### src/rtl/ptw_pkg.sv
package ptw_pkg;
    localparam int VA_W     = 48;
    localparam int IDX_W    = 9;
    localparam int GRAN_W   = 12;
    localparam int LVL_W    = 2;
    localparam int OA_W     = VA_W - GRAN_W;
    localparam int PFX_W    = 3 * IDX_W;
    localparam int KEY_W    = 1 + LVL_W + PFX_W;
    localparam int DESC_W   = 64;
    localparam int SYN_W    = 32;
    localparam logic [5:0] EC_ABORT_SAME = 6'b100101;

    typedef enum logic [1:0] {K_INVALID, K_TABLE, K_BLOCK, K_PAGE} desc_kind_e;
    typedef enum logic [2:0] {S_IDLE, S_LOOKUP, S_REQ, S_WAIT, S_DONE} walk_state_e;

    function automatic logic [IDX_W-1:0] level_index(input logic [VA_W-1:0] va,
                                                     input logic [LVL_W-1:0] lvl);
        logic [VA_W-1:0] sh;
        sh = va >> (39 - 9 * int'(lvl));
        return sh[IDX_W-1:0];
    endfunction

    function automatic logic [KEY_W-1:0] cache_key(input logic sel,
                                                   input logic [LVL_W-1:0] lvl,
                                                   input logic [VA_W-1:0] va);
        logic [PFX_W-1:0] pfx;
        logic [PFX_W-1:0] msk;
        pfx = va[VA_W-1:VA_W-PFX_W];
        msk = {PFX_W{1'b1}} << (9 * (2 - int'(lvl)));
        return {sel, lvl, pfx & msk};
    endfunction

    function automatic logic [SYN_W-1:0] abort_syndrome(input logic wr,
                                                        input logic [LVL_W-1:0] lvl);
        return {EC_ABORT_SAME, 19'd0, wr, 4'b0001, lvl};
    endfunction
endpackage

### src/rtl/ptw_desc_decode.sv
module ptw_desc_decode
    import ptw_pkg::*;
(
    input  logic [DESC_W-1:0] desc,
    input  logic [LVL_W-1:0]  lvl,
    input  logic [VA_W-1:0]   va,
    output desc_kind_e        kind,
    output logic [OA_W-1:0]   next_base,
    output logic [VA_W-1:0]   pa
);
    always_comb begin
        unique case (desc[1:0])
            2'b11:   kind = (lvl == 2'd3) ? K_PAGE : K_TABLE;
            2'b01:   kind = (lvl == 2'd1 || lvl == 2'd2) ? K_BLOCK : K_INVALID;
            default: kind = K_INVALID;
        endcase
    end

    assign next_base = desc[VA_W-1:GRAN_W];

    always_comb begin
        unique case (lvl)
            2'd1:    pa = {desc[47:30], va[29:0]};
            2'd2:    pa = {desc[47:21], va[20:0]};
            default: pa = {desc[47:12], va[11:0]};
        endcase
    end
endmodule

### src/rtl/ptw_walk_cache.sv
module ptw_walk_cache #(
    parameter int ENTRIES = 8,
    parameter int KEY_W   = 30,
    parameter int PTR_W   = 36
) (
    input  logic             clk,
    input  logic             rst,
    input  logic             inval,
    input  logic [KEY_W-1:0] lk_key,
    output logic             hit,
    output logic [PTR_W-1:0] hit_ptr,
    input  logic             fill_en,
    input  logic [KEY_W-1:0] fill_key,
    input  logic [PTR_W-1:0] fill_ptr
);
    localparam int VIC_W = (ENTRIES > 1) ? $clog2(ENTRIES) : 1;

    logic [ENTRIES-1:0] vld;
    logic [KEY_W-1:0]   keys [ENTRIES];
    logic [PTR_W-1:0]   ptrs [ENTRIES];
    logic [ENTRIES-1:0] match;
    logic [VIC_W-1:0]   victim;

    for (genvar g = 0; g < ENTRIES; g++) begin : g_match
        assign match[g] = vld[g] && (keys[g] == lk_key);
    end

    always_comb begin
        hit     = |match;
        hit_ptr = '0;
        for (int i = ENTRIES - 1; i >= 0; i--) begin
            if (match[i]) hit_ptr = ptrs[i];
        end
    end

    always_ff @(posedge clk) begin
        if (rst || inval) begin
            vld    <= '0;
            victim <= '0;
        end else if (fill_en) begin
            vld[victim]  <= 1'b1;
            keys[victim] <= fill_key;
            ptrs[victim] <= fill_ptr;
            victim <= (int'(victim) == ENTRIES - 1) ? '0 : victim + 1'b1;
        end
    end
endmodule

### src/rtl/ptw_walker.sv
module ptw_walker
    import ptw_pkg::*;
#(
    parameter int CACHE_ENTRIES = 8
) (
    input  logic                clk,
    input  logic                rst,
    input  logic                req_valid,
    output logic                req_ready,
    input  logic [63:0]         req_va,
    input  logic                req_write,
    input  logic [VA_W-1:0]     base_lo,
    input  logic [VA_W-1:0]     base_hi,
    input  logic                inval,
    output logic                mem_req_valid,
    input  logic                mem_req_ready,
    output logic [VA_W-1:0]     mem_req_addr,
    input  logic                mem_rsp_valid,
    input  logic [DESC_W-1:0]   mem_rsp_data,
    output logic                resp_valid,
    output logic                resp_fault,
    output logic [VA_W-1:0]     resp_pa,
    output logic [SYN_W-1:0]    resp_syndrome,
    output logic [63:0]         fault_va
);
    walk_state_e      state;
    logic [LVL_W-1:0] lvl;
    logic [63:0]      va_q;
    logic             wr_q;
    logic             sel_q;
    logic [OA_W-1:0]  base_q;

    logic             top_ones, top_zero;
    logic [KEY_W-1:0] cur_key;
    logic             c_hit;
    logic [OA_W-1:0]  c_ptr;
    logic             lk_hit;
    desc_kind_e       kind;
    logic [OA_W-1:0]  nxt_base;
    logic [VA_W-1:0]  leaf_pa;
    logic             fill_en;

    assign top_ones = &req_va[63:48];
    assign top_zero = ~|req_va[63:48];
    assign cur_key  = cache_key(sel_q, lvl, va_q[VA_W-1:0]);
    assign lk_hit   = (state == S_LOOKUP) && c_hit && (lvl != 2'd3);
    assign fill_en  = (state == S_WAIT) && mem_rsp_valid && (kind == K_TABLE);

    ptw_walk_cache #(
        .ENTRIES (CACHE_ENTRIES),
        .KEY_W   (KEY_W),
        .PTR_W   (OA_W)
    ) u_cache (
        .clk      (clk),
        .rst      (rst),
        .inval    (inval),
        .lk_key   (cur_key),
        .hit      (c_hit),
        .hit_ptr  (c_ptr),
        .fill_en  (fill_en),
        .fill_key (cur_key),
        .fill_ptr (nxt_base)
    );

    ptw_desc_decode u_dec (
        .desc      (mem_rsp_data),
        .lvl       (lvl),
        .va        (va_q[VA_W-1:0]),
        .kind      (kind),
        .next_base (nxt_base),
        .pa        (leaf_pa)
    );

    assign req_ready     = (state == S_IDLE);
    assign mem_req_valid = (state == S_REQ);
    assign mem_req_addr  = {base_q, level_index(va_q[VA_W-1:0], lvl), 3'b000};
    assign resp_valid    = (state == S_DONE);

    always_ff @(posedge clk) begin
        if (rst) begin
            state         <= S_IDLE;
            lvl           <= '0;
            va_q          <= '0;
            wr_q          <= 1'b0;
            sel_q         <= 1'b0;
            base_q        <= '0;
            resp_fault    <= 1'b0;
            resp_pa       <= '0;
            resp_syndrome <= '0;
            fault_va      <= '0;
        end else begin
            unique case (state)
                S_IDLE: if (req_valid) begin
                    va_q   <= req_va;
                    wr_q   <= req_write;
                    sel_q  <= top_ones;
                    lvl    <= '0;
                    base_q <= top_ones ? base_hi[VA_W-1:GRAN_W] : base_lo[VA_W-1:GRAN_W];
                    if (!top_ones && !top_zero) begin
                        resp_fault    <= 1'b1;
                        resp_pa       <= '0;
                        resp_syndrome <= abort_syndrome(req_write, 2'd0);
                        fault_va      <= req_va;
                        state         <= S_DONE;
                    end else begin
                        state <= S_LOOKUP;
                    end
                end
                S_LOOKUP: begin
                    if (lk_hit) begin
                        base_q <= c_ptr;
                        lvl    <= lvl + 2'd1;
                    end else begin
                        state <= S_REQ;
                    end
                end
                S_REQ: if (mem_req_ready) state <= S_WAIT;
                S_WAIT: if (mem_rsp_valid) begin
                    unique case (kind)
                        K_TABLE: begin
                            base_q <= nxt_base;
                            lvl    <= lvl + 2'd1;
                            state  <= S_LOOKUP;
                        end
                        K_BLOCK, K_PAGE: begin
                            resp_fault    <= 1'b0;
                            resp_pa       <= leaf_pa;
                            resp_syndrome <= '0;
                            state         <= S_DONE;
                        end
                        default: begin
                            resp_fault    <= 1'b1;
                            resp_pa       <= '0;
                            resp_syndrome <= abort_syndrome(wr_q, lvl);
                            fault_va      <= va_q;
                            state         <= S_DONE;
                        end
                    endcase
                end
                S_DONE: state <= S_IDLE;
                default: state <= S_IDLE;
            endcase
        end
    end
endmodule

### config.mk
export PLATFORM = sky130hd
export DESIGN_NAME = ptw_walker
export DESIGN_NICKNAME = d
export VERILOG_FILES = /design/src/rtl/ptw_pkg.sv /design/src/rtl/ptw_desc_decode.sv /design/src/rtl/ptw_walk_cache.sv /design/src/rtl/ptw_walker.sv
export SDC_FILE = /design/constraint.sdc
export NUM_CORES = 1
export LEC_CHECK = 0
export ABC_AREA = 1
export BUFFER_PORTS_ARGS = -buffer_cell sky130_fd_sc_hd__buf_2
export CORE_MARGIN = 5
export CORE_UTILIZATION = 47
export CTS_CLUSTER_DIAMETER = 200
export DETAILED_ROUTE_END_ITERATION = 7
export GPL_ROUTABILITY_DRIVEN = 0
export PLACE_DENSITY = 0.66
export SETUP_SLACK_MARGIN = 0.1
export SLEW_MARGIN = 30
export SYNTH_ARGS = -nofsm -noshare
export SYNTH_HDL_FRONTEND = slang
export SYNTH_SLANG_ARGS = --single-unit
export TNS_END_PERCENT = 1
### constraint.sdc
create_clock -name clk -period 6.99 [get_ports clk]
set_input_delay 0.699 -clock clk [delete_from_list [all_inputs] [get_ports clk]]
set_output_delay 0.699 -clock clk [all_outputs]
set_load 0.1 [all_outputs]
==> results of run 1 <==
## cell type report
cell class | count | area [µm²] | share of cell area
sequential | 762 | 20500 | 0.502
multi-input combinational | 2531 | 12400 | 0.302
timing repair buffer | 408 | 2350 | 0.0574
clock buffer | 113 | 2340 | 0.0572
inverter | 467 | 1760 | 0.0429
tap | 969 | 1210 | 0.0296
clock inverter | 35 | 318 | 0.00776
antenna | 14 | 35.0 | 0.000856
## per-stage QoR
stage	hold WS [ns]	util	setup slack, ns	total power, mW
2_1_floorplan	0.422	-	2.00	9.87
3_3_place_gp	0.434	0.510	1.60	11.2
3_5_place_dp	0.440	0.511	1.49	11.2
4_1_cts	0.287	0.547	1.46	15.5
5_1_grt	0.309	0.548	1.00	16.2
6_report	0.319	0.548	1.41	15.5
## routing by layer
| layer | GRT usage | wire (µm) |
|---|---|---|
| met1 | 0.360 | 45900 |
| met2 | 0.423 | 51500 |
| met3 | 0.0636 | 10700 |
| met4 | 0.0804 | 3270 |
| met5 | 0 | 61 |
## power breakdown
group          internal, mW  switching [mW]  leakage (nW)
Clock                  2.53            1.79          1.31
Combinational          1.05            4.63          9.54
Sequential             5.27           0.277          6.71
## worst min-delay path, cell delays in order
cell    delay [ns]
buf_2         0.09
nor2_1        0.04
nor2_1        0.08
## how the worst max path moves through the flow
stage                   startpoint                      to  cells after the start
6_report       lvl[0]$_SDFFE_PP0P_  base_q[5]$_SDFFE_PP0P_                     19
5_1_grt        lvl[0]$_SDFFE_PP0P_  base_q[5]$_SDFFE_PP0P_                     19
4_1_cts        lvl[0]$_SDFFE_PP0P_  base_q[5]$_SDFFE_PP0P_                     19
3_5_place_dp   lvl[0]$_SDFFE_PP0P_  base_q[5]$_SDFFE_PP0P_                     19
3_3_place_gp   lvl[0]$_SDFFE_PP0P_  base_q[5]$_SDFFE_PP0P_                     19
2_1_floorplan  lvl[1]$_SDFFE_PP0P_        mem_req_addr[11]                     10
## cell families (layout without fill, tap and decap cells)
logic type	Yosys count	after routing	synth area share
and+or+nand+nor	1727	1727	0.207
muxes	36	36	0.0101
xor gates and xnor gates	119	119	0.0293
DFF	762	762	0.578
buffers and inverters	710	1023	0.0803
AOI/OAI and AO/OA	615	615	0.0930
adders and majority gates	6	6	0.00211
other	1	42	0.000106
## layout by cell type (no fill, tap or decap), types with 36 or more instances in the layout
cell,instances
nand4_1,37
buf_2,347
edfxtp_1,528
nand3b_1,36
clkbuf_16,84
a21oi_1,226
inv_1,456
dfxtp_1,233
xor2_1,39
o21ai_0,292
nand3_1,259
or2_2,55
o22ai_1,44
buf_4,48
xnor2_1,80
mux2i_1,36
nor2_1,176
nand2_1,1081
## flip-flops by register name (all words and copies together) (netlist names)
register        count
sel_q               1
resp_syndrome       4
lvl                 2
u_cache.victim      3
va_q               64
u_cache.keys      240
wr_q                1
resp_pa            48
u_cache.vld         8
fault_va           64
state               3
u_cache.ptrs      288
base_q             36
==> metrics.md, run 1 <==
| Metric | Value |
|---|---|
| Synth Instances | `between 3000 and 4000` |
| Io pins | `approximately 430` |
| Antenna-violating nets left | `0` |
| Critical Path Source Type | `flip-flop` |
| Clk Latency, worst-skew pair | `between 0.6 and 0.7 ns` |
| Area leader, netlist | `edfxtp_1` |
| Initial antenna violation count | `16` |
| GRT overflow | `0` |
| Root buf cell | `clkbuf_16` |
| CP Buf/Inv Count | `3` |
| Design Area, Final | `about 40000 µm²` |
| CP Cell Sequence | `buf_4 -> ha_1 -> inv_2 -> nand2_1 -> xnor2_1 -> nor3_1 -> nand3_1 -> nor2_4 -> nand2_2 -> nand2_1 -> nor2_1 -> nand2_1 -> nand2_1 -> nand2_1 -> nand2_2 -> buf_4 -> nand2_1 -> nand2_1 -> a21oi_1` |
| Top-count cell post-synth | `nand2_1` |
| Power Density | `between 300 and 400 nW/µm²` |
| Hold-fix buffers, CTS | `0` |
| Clock skew | `between 0.02 and 0.025 ns` |
| HP Class | `input port to flip-flop` |
| Post-route minimum period | `approximately 5.6 ns` |
| Final nets | `~4500` |
| Global-route wire length before repair | `167000 µm` |
| Least-Margin Pin Slew | `roughly 1 ns` |
| Reg-to-reg endpoint | `base_q[5]$_SDFFE_PP0P_` |
| Final Hold Viols | `0` |
| Required @ worst endpoint | `7.53 ns` |
| Maximum VDD drop | `0.445 mV` |
| Most common flop cell mapped by yosys | `edfxtp_1` |
| P_leak | `~18 nW` |
| Final Slew Violations | `0` |
| H-tree depth | `3` |
| Reg2Reg Setup Slack | `1.41 ns` |
| Syn Area/Cell | `8.94 µm²` |
| Vias in the first global route | `around 27000` |
| Ratio of cells with drive above 1 in the final layout | `0.151` |
| Peak Freq | `0.179 GHz` |
| Clk buf depth | `3` |
| Post-DP HPWL | `between 70000 and 80000 µm` |
| Fin cells | `around 5300` |
| Remaining DRCs | `0` |
| Port bufs | `348` |
| Commonest cells post-synth | `nand2_1, edfxtp_1, inv_1` |
| CTS tree | `built` |
| Placed Cells | `around 5100` |
| Area share of the largest cell type after synthesis | `0.446` |
| Wire per inst | `roughly 21 µm` |
| Beginning of the worst hold path | `req_va[4]` |
| Number of max-cap violations | `0` |
| Ys async rst share | `0` |
| Fill cells | `~6600` |
| Relative slew slack | `0.318` |
| Flops & latches, synth | `762` |
| Warnings, synthesis | `0` |
| Sequential-to-total area share from yosys stat | `0.578` |
| Max FO, Critical Path | `84` |
| # setup viols final | `0` |
| Routed via count | `a little under 30000` |
| Tot GR Track Use | `0.264` |
| Critical Path AT | `around 6.1 ns` |
| Initial cell density of the core | `0.476` |
| CP max stage delay | `between 0.6 and 0.7 ns` |
| Syn Std Cell Area | `~36000 µm²` |
| Clock buffers created by TritonCTS | `roughly 80` |
| Clock sinks | `762` |
| Area contributors post-synth | `edfxtp_1, dfxtp_1, nand2_1` |
| Post-CTS Setup Bufs | `0` |
| Total Routed Length | `roughly 110000 µm` |
| Core ar. | `approximately 75000 µm²` |
| CP most frequent cell | `nand2_1` |
| Slowest cell on crit path | `ha_1` |
| Area of the die | `~81000 µm²` |
| Reg-to-Reg Start | `lvl[0]$_SDFFE_PP0P_` |
| RSZ-0062 raised after global routing | `no` |
| DRT iter0 DRCs | `about 3100` |
| Critical setup path kind | `flip-flop to flip-flop` |
| Hold path cells | `3` |
| Post-synthesis cell type count | `43` |
| Pre-antenna DRT Iters | `6` |
| Chip height | `~280 µm` |
| R2R cell count | `19` |
| Area Overhead vs Synth | `15.2%` |
| Worst hold path endpoint | `va_q[4]$_SDFFE_PP0P_` |
| Rows | `100` |
| DP Area | `between 30000 and 40000 µm²` |
| Setup TNS | `0 ns` |
| CP Capture Type | `flip-flop` |
| DR vias/cell | `roughly 5.4` |
| Largest net degree at the start of global routing | `~120` |
| # resized after CTS | `0` |
| Die Width | `285 µm` |
| Final worst path period share | `0.798` |
| Clk slew on worst S/H paths | `~0.060 ns` |
| CP delay by family, top | `simple AND/OR/NAND/NOR gates` |
| EDFF count, synth | `approximately 530` |
| Status | `complete, no violations` |
No activity file was read; power rests on OpenSTA's default activity.
==> inputs of run 2 (changes only) <==
- PLACE_DENSITY: 0.66 -> 0.68
- clock period: 6.99 -> 4.9 ns (I/O delays scaled with it)
==> run 2 against run 1 <==
Register-to-register slack lost 0.93 ns. Combinational power grew 46%. Sequential share of layout area fell by 0.11 points. Clock power up 39%. Critical path depth up 1. Design area up 0.22%. Clock skew is 0.0039 ns higher. Critical path type unchanged. Largest cell class unchanged. Largest power group unchanged.
==> metrics.md, run 2 (synthesis results as in run 1) <==
| Metric | Value |
|---|---|
| Least-Margin Pin Slew | `0.927 ns (was 1.02 ns)` |
| Tot GR Track Use | `0.265 (was 0.264)` |
| Post-CTS Setup Bufs | `0 (unchanged)` |
| Critical Path AT | `4.93 ns (was 6.12 ns)` |
| DR vias/cell | `5.46 (was 5.45)` |
| Global-route wire length before repair | `167000 µm (about the same)` |
| Relative slew slack | `0.382 (was 0.318)` |
| Antenna-violating nets left | `0 (unchanged)` |
| Final core occ | `0.549 (was 0.548)` |
| Post-route minimum period | `4.42 ns (was 5.58 ns)` |
| Critical setup path kind | `flip-flop to flip-flop (unchanged)` |
| Initial cell density of the core | `0.476 (unchanged)` |
| Maximum VDD drop | `0.733 mV (was 0.445 mV)` |
| Biggest regs | `u_cache.ptrs x288, u_cache.keys x240 (unchanged)` |
| Peak Freq | `0.226 GHz (was 0.179 GHz)` |
| Largest net degree at the start of global routing | `119 (unchanged)` |
| Hold-fix buffers, CTS | `0 (unchanged)` |
| # setup viols final | `0 (unchanged)` |
| Commonest non-fill, non-tap cell in the layout | `nand2_1 (unchanged)` |
| HP Class | `input port to flip-flop (unchanged)` |
| Final Hold Viols | `0 (unchanged)` |
| Core ar. | `74700 µm² (unchanged)` |
| Clk buf depth | `3 (unchanged)` |
| Clk Latency, worst-skew pair | `0.63 ns (about the same)` |
| Post-DP HPWL | `73700 µm (was 71800 µm)` |
| Clk slew on worst S/H paths | `0.06 ns (about the same)` |
| Status | `complete, no violations (unchanged)` |
| Port bufs | `348 (unchanged)` |
| Vias in the first global route | `27148 (was 26852)` |
| DRT iter0 DRCs | `3258 (was 3052)` |
| Chip height | `285 µm (unchanged)` |
| Routed via count | `28959 (was 28874)` |
| GRT overflow | `0 (unchanged)` |
| Remaining DRCs | `0 (unchanged)` |
| P_leak | `17.6 nW (about the same)` |
| CP Capture Type | `flip-flop (unchanged)` |
| Number of flip-flops in the largest register | `288 (unchanged)` |
| Ratio of cells with drive above 1 in the final layout | `0.148 (was 0.151)` |
| Clock sinks | `762 (unchanged)` |
| Area Overhead vs Synth | `15.4% (was 15.2%)` |
| Power Density | `541 nW/µm² (was 380 nW/µm²)` |
| Final worst path period share | `0.903 (was 0.798)` |
| Rows | `100 (unchanged)` |
| Pre-antenna DRT Iters | `6 (unchanged)` |
| Commonest non-fill, non-tap cells in the layout | `nand2_1, edfxtp_1, inv_1, buf_2, o21ai_0 (unchanged)` |
| Total power | `22.2 mW (was 15.5 mW)` |
| Io pins | `427 (unchanged)` |
| Final nets | `4503 (was 4489)` |
| Root buf cell | `clkbuf_16 (unchanged)` |
| Max FO, Critical Path | `72 (was 84)` |
| CTS tree | `built (unchanged)` |
| RSZ-0062 raised after global routing | `no (unchanged)` |
| WHS | `0.111 ns (was 0.319 ns)` |
| Total Routed Length | `112000 µm (was 111000 µm)` |
| Number of max-cap violations | `0 (unchanged)` |
| H-tree depth | `3 (unchanged)` |
| Wire per inst | `21.1 µm (was 21.0 µm)` |
| Worst setup endpoint | `base_q[12]$_SDFFE_PP0P_ (was base_q[5]$_SDFFE_PP0P_)` |
| Clock buffers created by TritonCTS | `81 (was 82)` |
| Clock skew | `0.0264 ns (was 0.0225 ns)` |
| Reg-to-reg endpoint | `base_q[12]$_SDFFE_PP0P_ (was base_q[5]$_SDFFE_PP0P_)` |
| Required @ worst endpoint | `5.41 ns (was 7.53 ns)` |
| # resized after CTS | `0 (unchanged)` |
| Final Slew Violations | `0 (unchanged)` |
| Top reg by flops | `u_cache.ptrs (unchanged)` |
| Die Width | `285 µm (unchanged)` |
| Initial antenna violation count | `12 (was 16)` |
| R2R cell count | `20 (was 19)` |
| Setup TNS | `0 ns (unchanged)` |
| Reg-to-Reg Start | `lvl[1]$_SDFFE_PP0P_ (was lvl[0]$_SDFFE_PP0P_)` |
| Critical Path Source Type | `flip-flop (unchanged)` |
| Area of the die | `81200 µm² (unchanged)` |
| Critical Path Source | `lvl[1]$_SDFFE_PP0P_ (was lvl[0]$_SDFFE_PP0P_)` |
| Reg2Reg Setup Slack | `0.48 ns (was 1.41 ns)` |
==> run 2: worst max-delay path: stages (launching register included) <==
cell,delay [ns]
dfxtp_1,0.53
inv_1,0.11
ha_2,0.58
buf_4,0.49
nand2_1,0.48
or2_2,0.43
nand3_1,0.08
nor2_1,0.04
nand2_1,0.10
nor2_4,0.05
nand2_2,0.07
o21ai_0,0.08
nor2_1,0.12
nand2_1,0.17
nand2_1,0.12
nand2_1,0.07
nand2_2,0.13
buf_12,0.27
nand2_1,0.09
nand2_1,0.08
a21oi_1,0.07
==> run 2: layout make-up <==
cell class	count	area [µm²]
inverter	467	1760
antenna	5	12.5
clock inverter	24	223
sequential	762	20500
fill	6640	33700
timing repair buffer	423	2560
multi-input combinational	2531	12400
clock buffer	124	2340
tap	969	1210
==> run 2: layer usage <==
| layer | vias up | GRT usage | share of wire |
|---|---|---|---|
| li1 | 13641 | - | - |
| met1 | 13632 | 0.362 | 0.41 |
| met2 | 1441 | 0.423 | 0.46 |
| met3 | 235 | 0.0619 | 0.10 |
| met4 | 10 | 0.0839 | 0.033 |
| met5 | - | 0 | 0.00053 |
==> run 2: stage by stage <==
step,cell area [µm²],std cells,setup WS (ns)
after floorplan,35600,4003,-0.0161
after global placement,38400,5150,0.506
after detailed placement,38400,5152,0.569
after CTS,41000,5300,0.559
after global routing,41000,5301,0.125
final,41000,5305,0.477
==> run 2: worst min-delay path by stage <==
| stage | end | cells past startpoint | start | slack (ns) |
|---|---|---|---|---|
| 2_1_floorplan | u_cache.vld[1]$_SDFFE_PP0P_ | 2 | u_cache.vld[1]$_SDFFE_PP0P_ | 0.42 |
| 6_report | va_q[1]$_SDFFE_PP0P_ | 3 | req_va[1] | 0.11 |
| 3_5_place_dp | va_q[57]$_SDFFE_PP0P_ | 2 | va_q[57]$_SDFFE_PP0P_ | 0.44 |
| 3_3_place_gp | va_q[51]$_SDFFE_PP0P_ | 2 | va_q[51]$_SDFFE_PP0P_ | 0.43 |
| 5_1_grt | va_q[0]$_SDFFE_PP0P_ | 3 | req_va[0] | 0.1 |
| 4_1_cts | va_q[4]$_SDFFE_PP0P_ | 3 | req_va[4] | 0.08 |
==> run 2: power breakdown <==
group	switching [mW]	leakage (nW)	internal, mW	total, mW
clock	2.50	1.24	3.50	6.01
combinational	6.60	9.63	1.70	8.30
sequential	0.395	6.71	7.51	7.91
total	9.50	17.6	12.7	22.2
